File: src/rtl/htsig_crc_pkg.sv
package htsig_crc_pkg;

    localparam int PROT_BITS  = 34;
    localparam int CRC_W      = 8;
    localparam int TAIL_BITS  = 6;
    localparam int FIELD_BITS = PROT_BITS + CRC_W + TAIL_BITS;
    localparam int CNT_W      = $clog2(FIELD_BITS);
    localparam int IDX_W      = $clog2(CRC_W);

    typedef enum logic [1:0] {
        SEG_PROT = 2'd0,
        SEG_CRC  = 2'd1,
        SEG_TAIL = 2'd2
    } seg_e;

    // One serial update of the CRC-8 register (taps on stages 0, 1, 2).
    function automatic logic [CRC_W-1:0] crc_next(input logic [CRC_W-1:0] c,
                                                  input logic m);
        logic fb;
        logic [CRC_W-1:0] n;
        fb = c[CRC_W-1] ^ m;
        n  = {c[CRC_W-2:0], fb};
        n[1] = c[0] ^ fb;
        n[2] = c[1] ^ fb;
        return n;
    endfunction

endpackage

File: src/rtl/htsig_crc_lfsr.sv
module htsig_crc_lfsr
    import htsig_crc_pkg::*;
(
    input  logic             clk,
    input  logic             rst,
    input  logic             preset_i,
    input  logic             shift_i,
    input  logic             bit_i,
    output logic [CRC_W-1:0] reg_o
);

    typedef struct packed {
        logic [CRC_W-1:0] c;
    } lfsr_t;

    lfsr_t st_d, st_q;

    always_comb begin
        st_d = st_q;
        if (preset_i) begin
            st_d.c = '1;
        end else if (shift_i) begin
            st_d.c = crc_next(st_q.c, bit_i);
        end
    end

    always_ff @(posedge clk) begin
        if (rst) begin
            st_q.c <= '1;
        end else begin
            st_q <= st_d;
        end
    end

    assign reg_o = st_q.c;

endmodule

File: src/rtl/htsig_field_seq.sv
module htsig_field_seq
    import htsig_crc_pkg::*;
(
    input  logic             clk,
    input  logic             rst,
    input  logic             start_i,
    input  logic             bit_valid_i,
    output logic             busy_o,
    output logic [CNT_W-1:0] cnt_o,
    output logic             take_o,
    output logic             last_o,
    output seg_e             seg_o,
    output logic [IDX_W-1:0] crc_idx_o
);

    localparam logic [CNT_W-1:0] LAST_IDX  = CNT_W'(FIELD_BITS - 1);
    localparam logic [CNT_W-1:0] CRC_START = CNT_W'(PROT_BITS);
    localparam logic [CNT_W-1:0] TAIL_START = CNT_W'(PROT_BITS + CRC_W);

    typedef struct packed {
        logic             busy;
        logic [CNT_W-1:0] cnt;
    } seq_t;

    seq_t st_d, st_q;
    logic take;
    logic last;
    logic [CNT_W-1:0] crc_off;

    always_comb begin
        take    = st_q.busy && bit_valid_i && !start_i;
        last    = take && (st_q.cnt == LAST_IDX);
        crc_off = st_q.cnt - CRC_START;
        st_d    = st_q;
        if (start_i) begin
            st_d.busy = 1'b1;
            st_d.cnt  = '0;
        end else if (take) begin
            if (last) begin
                st_d.busy = 1'b0;
                st_d.cnt  = '0;
            end else begin
                st_d.cnt = st_q.cnt + 1'b1;
            end
        end
    end

    always_comb begin
        if (st_q.cnt < CRC_START) begin
            seg_o = SEG_PROT;
        end else if (st_q.cnt < TAIL_START) begin
            seg_o = SEG_CRC;
        end else begin
            seg_o = SEG_TAIL;
        end
    end

    always_ff @(posedge clk) begin
        if (rst) begin
            st_q.busy <= 1'b0;
            st_q.cnt  <= '0;
        end else begin
            st_q <= st_d;
        end
    end

    assign busy_o    = st_q.busy;
    assign cnt_o     = st_q.cnt;
    assign take_o    = take;
    assign last_o    = last;
    assign crc_idx_o = crc_off[IDX_W-1:0];

endmodule

File: src/rtl/htsig_crc_check.sv
module htsig_crc_check
    import htsig_crc_pkg::*;
(
    input  logic clk,
    input  logic rst,
    input  logic start_i,
    input  logic bit_valid_i,
    input  logic bit_i,
    output logic done_o,
    output logic crc_ok_o,
    output logic tail_ok_o
);

    typedef struct packed {
        logic crc_ok;
        logic tail_ok;
        logic done;
    } verdict_t;

    logic             busy;
    logic [CNT_W-1:0] cnt;
    logic             take;
    logic             last;
    seg_e             seg;
    logic [IDX_W-1:0] crc_idx;
    logic [CRC_W-1:0] crc_reg;
    logic             exp_bit;
    verdict_t         st_d, st_q;

    htsig_field_seq u_seq (
        .clk         (clk),
        .rst         (rst),
        .start_i     (start_i),
        .bit_valid_i (bit_valid_i),
        .busy_o      (busy),
        .cnt_o       (cnt),
        .take_o      (take),
        .last_o      (last),
        .seg_o       (seg),
        .crc_idx_o   (crc_idx)
    );

    htsig_crc_lfsr u_lfsr (
        .clk      (clk),
        .rst      (rst),
        .preset_i (start_i),
        .shift_i  (take && (seg == SEG_PROT)),
        .bit_i    (bit_i),
        .reg_o    (crc_reg)
    );

    // CRC bits leave highest stage first, each complemented.
    assign exp_bit = ~crc_reg[(CRC_W-1) - int'(crc_idx)];

    always_comb begin
        st_d      = st_q;
        st_d.done = 1'b0;
        if (start_i) begin
            st_d.crc_ok  = 1'b1;
            st_d.tail_ok = 1'b1;
        end else if (take) begin
            if ((seg == SEG_CRC) && (bit_i != exp_bit)) begin
                st_d.crc_ok = 1'b0;
            end
            if ((seg == SEG_TAIL) && bit_i) begin
                st_d.tail_ok = 1'b0;
            end
            st_d.done = last;
        end
    end

    always_ff @(posedge clk) begin
        if (rst) begin
            st_q.crc_ok  <= 1'b0;
            st_q.tail_ok <= 1'b0;
            st_q.done    <= 1'b0;
        end else begin
            st_q <= st_d;
        end
    end

    assign done_o    = st_q.done;
    assign crc_ok_o  = st_q.crc_ok;
    assign tail_ok_o = st_q.tail_ok;

endmodule

File: config.mk
export PLATFORM = sky130hd
export DESIGN_NAME = htsig_crc_check
export DESIGN_NICKNAME = d
export VERILOG_FILES = /design/src/rtl/htsig_crc_pkg.sv /design/src/rtl/htsig_crc_lfsr.sv /design/src/rtl/htsig_field_seq.sv /design/src/rtl/htsig_crc_check.sv
export SDC_FILE = /design/constraint.sdc
export NUM_CORES = 1
export LEC_CHECK = 0
export BUFFER_PORTS_ARGS = -buffer_cell sky130_fd_sc_hd__buf_2
export CAP_MARGIN = 20
export CORE_AREA = 2 2 42 44
export DETAILED_ROUTE_END_ITERATION = 6
export DIE_AREA = 0 0 44 46
export GPL_TIMING_DRIVEN = 1
export HOLD_SLACK_MARGIN = 0.08
export PLACE_DENSITY = 0.76
export SYNTH_ARGS = -nofsm -noshare
export SYNTH_HDL_FRONTEND = slang
export SYNTH_SLANG_ARGS = --single-unit
File: constraint.sdc
create_clock -name clk -period 3.4 [get_ports clk]
set_clock_uncertainty 0.1 [all_clocks]
set_input_delay 0.51 -clock clk [delete_from_list [all_inputs] [get_ports clk]]
set_output_delay 0.51 -clock clk [all_outputs]
set_load 0.02 [all_outputs]
==> results.yml <==
routing:
  dr.pass1.iters: 4
  drc_errors: 0
  drt_iter0_markers: 11
  wl_um: 1560
  vias_per_cell: 5.59
  wl_per_cell_um: 13.0
  via_count: 671
  antenna_left: 0
place:
  placed_area_um2: 918
  dp_hpwl_um: 1210
  gp_congestion: 0.756
  numPortBuffers: 7
layout:
  final_cell_mix: "18 x dfxtp_1, 12 x nand2_1, 12 x nand3_1"
  layout.nets: 112
  syn_to_final_growth_pct: 7.58
  final_area_um2: 941
  drive_gt1_share_pct: 15.5
  num_antenna_cells: 0
  layout_commonest_cell: "dfxtp_1"
synth:
  netlist_area_um2: 875
  seq_area_frac_synth_pct: 41.2
  async_flop_share_pct: 0
  synth-seq-cells: 18
  yosys_most_used_dff: "dfxtp_1"
  ys.warnings.count: 0
  ys_types: 31
  syn-num-nets: 103
  synth_edf_count: 0
  syn_inst: 96
  avgSynthCellArea_um2: 9.11
setup_path:
  cp-end-kind: "register"
  path_class: "reg -> reg"
  cp.arrival_ns: 2.13
  worstPathRequired_ns: 3.51
  start_kind: "register"
  cp_max_fo: 7
grt:
  met1_usage_pct: 21.2
  overflow: 0
  grtUsageMet2_pct: 30.6
  grt_pass1_wl_um: 2630
  first_global_vias: 612
  grt_max_degree: 13
  use_met3_pct: 3.57
  grt.busiest_layer: "met2"
  antenna_found_initial: 0
  grtUsageTotal_pct: 17.6
clock_network:
  clockBufferDepth: 2
  cts_tree: "built"
  clock_latency_ns: 0.28
  cts_resized: 0
  root_buffer: "clkbuf_4"
  clock_sinks: 18
  cts_setup_buffers: 0
  numCtsBuffers: 3
  clk_pin_slew_ns: 0.09
  h-tree-depth: 1
  hold_buffers: 0
power_and_ir_drop:
  p_leak_nw: 0.365
  p_per_area_nw_per_um2: 370
  ir_worst_vdd_v: 0.000232
timing:
  rsz0062_at_grt: "no"
  worstMarginPinSlew_ns: 0.564
  finalCritPeriodShare_pct: 59.4
  relSlewSlack_pct: 62.1
  fmax_ghz: 0.495
  hold_viol: 0
  tns_ns: 0
  drv_slew: 0
  post-route-min-period_ns: 2.02
  finalSetupViolations: 0
floorplanning:
  start_util_pct: 54.2
  die_y_um: 46
  dieArea_um2: 2020
  io_pins: 8
  die_w_um: 44
  core_area_um2: 1610
  rows: 15
job:
  cap_viol_max_count: 0
run_status:
  status: "completed"
worst_hold_path:
  hp-class: "in -> reg"
==> critical path, stage by stage, from the launching register on <==
cell,delay (ns)
dfxtp_1,0.41
ha_1,0.38
mux4_1,0.57
mux2i_1,0.18
xor2_1,0.09
a211oi_1,0.21
==> Yosys cell counts, types with 2 or more instances <==
cell type / n / area share (%)
nand3_1: 12 / 6.9
ha_1: 2 / 2.9
xnor2_1: 4 / 4.0
or3_1: 2 / 1.4
nor2_1: 7 / 3.0
nand2_1: 12 / 5.1
inv_1: 2 / 0.86
dfxtp_1: 18 / 41
clkbuf_1: 2 / 0.86
a21oi_1: 7 / 4.0
xor2_1: 3 / 3.0
a211oi_1: 3 / 2.6
o21ai_1: 2 / 1.1
nor3_1: 3 / 1.7
==> registers in the layout (all words and copies together) (netlist names) <==
register and flops:
done_o 1, u_lfsr.reg_o 8, tail_ok_o 1, crc_ok_o 1, u_seq.busy_o 1, u_seq.cnt_o 6
==> final cells by class <==
cell class / instances / area (µm²)
Timing Repair Buffer: 7 / 35.0
Tap cell: 17 / 21.3
Multi-Input combinational cell: 73 / 494
Fill cell: 142 / 673
Clock buffer: 3 / 22.5
Sequential cell: 18 / 360
Inverter: 2 / 7.51
==> cell families after synthesis <==
| group | share of synthesized area (%) |
|---|---|
| AND/OR/NAND/NOR | 27.0 |
| adder cells (fa/ha/maj) | 2.86 |
| flip-flops | 41.2 |
| multiplexers | 6.72 |
| XOR/XNOR | 7.01 |
| AO/OA/AOI/OAI | 12.9 |
| buffers and inverters | 2.29 |
==> path summary, 6_finish.rpt <==
| kind | cells past startpoint | endpoint | slack [ns] | from |
|---|---|---|---|---|
| setup reg to reg | 5 | crc_ok_o$_SDFFE_PP0P_ | 1.38 | u_seq.cnt_o[1]$_SDFFE_PP0P_ |
| setup / recovery | 5 | crc_ok_o$_SDFFE_PP0P_ | 1.38 | u_seq.cnt_o[1]$_SDFFE_PP0P_ |
| hold reg to reg | 2 | tail_ok_o$_SDFFE_PP0P_ | 0.39 | tail_ok_o$_SDFFE_PP0P_ |
| hold / removal | 2 | done_o$_SDFF_PP0_ | 0.35 | rst |
==> layer usage <==
layer	up-vias	part of all wire, %
li1	357	-
met1	311	48
met2	1	50
met3	2	1.0
met4	0	0.71
met5	-	0
==> per-stage QoR <==
stage          hold WS (ns)  power (mW)  setup WS [ns]  util [%]  std cells
5_1_grt               0.341       0.365           1.23      58.3        120
3_3_place_gp          0.380       0.250           1.43      56.9        117
2_1_floorplan         0.354       0.242           1.52         -         96
3_5_place_dp          0.386       0.251           1.38      56.9        117
6_report              0.346       0.349           1.38      58.3        120
4_1_cts               0.332       0.351           1.36      58.3        120
==> power by group <==
| group | switching [mW] | internal [mW] |
|---|---|---|
| Combinational | 0.0166 | 0.0109 |
| Clock | 0.0614 | 0.0411 |
| Sequential | 0.00351 | 0.215 |
| Total | 0.0815 | 0.267 |
Note: power is estimated with default switching activity, not from simulation.
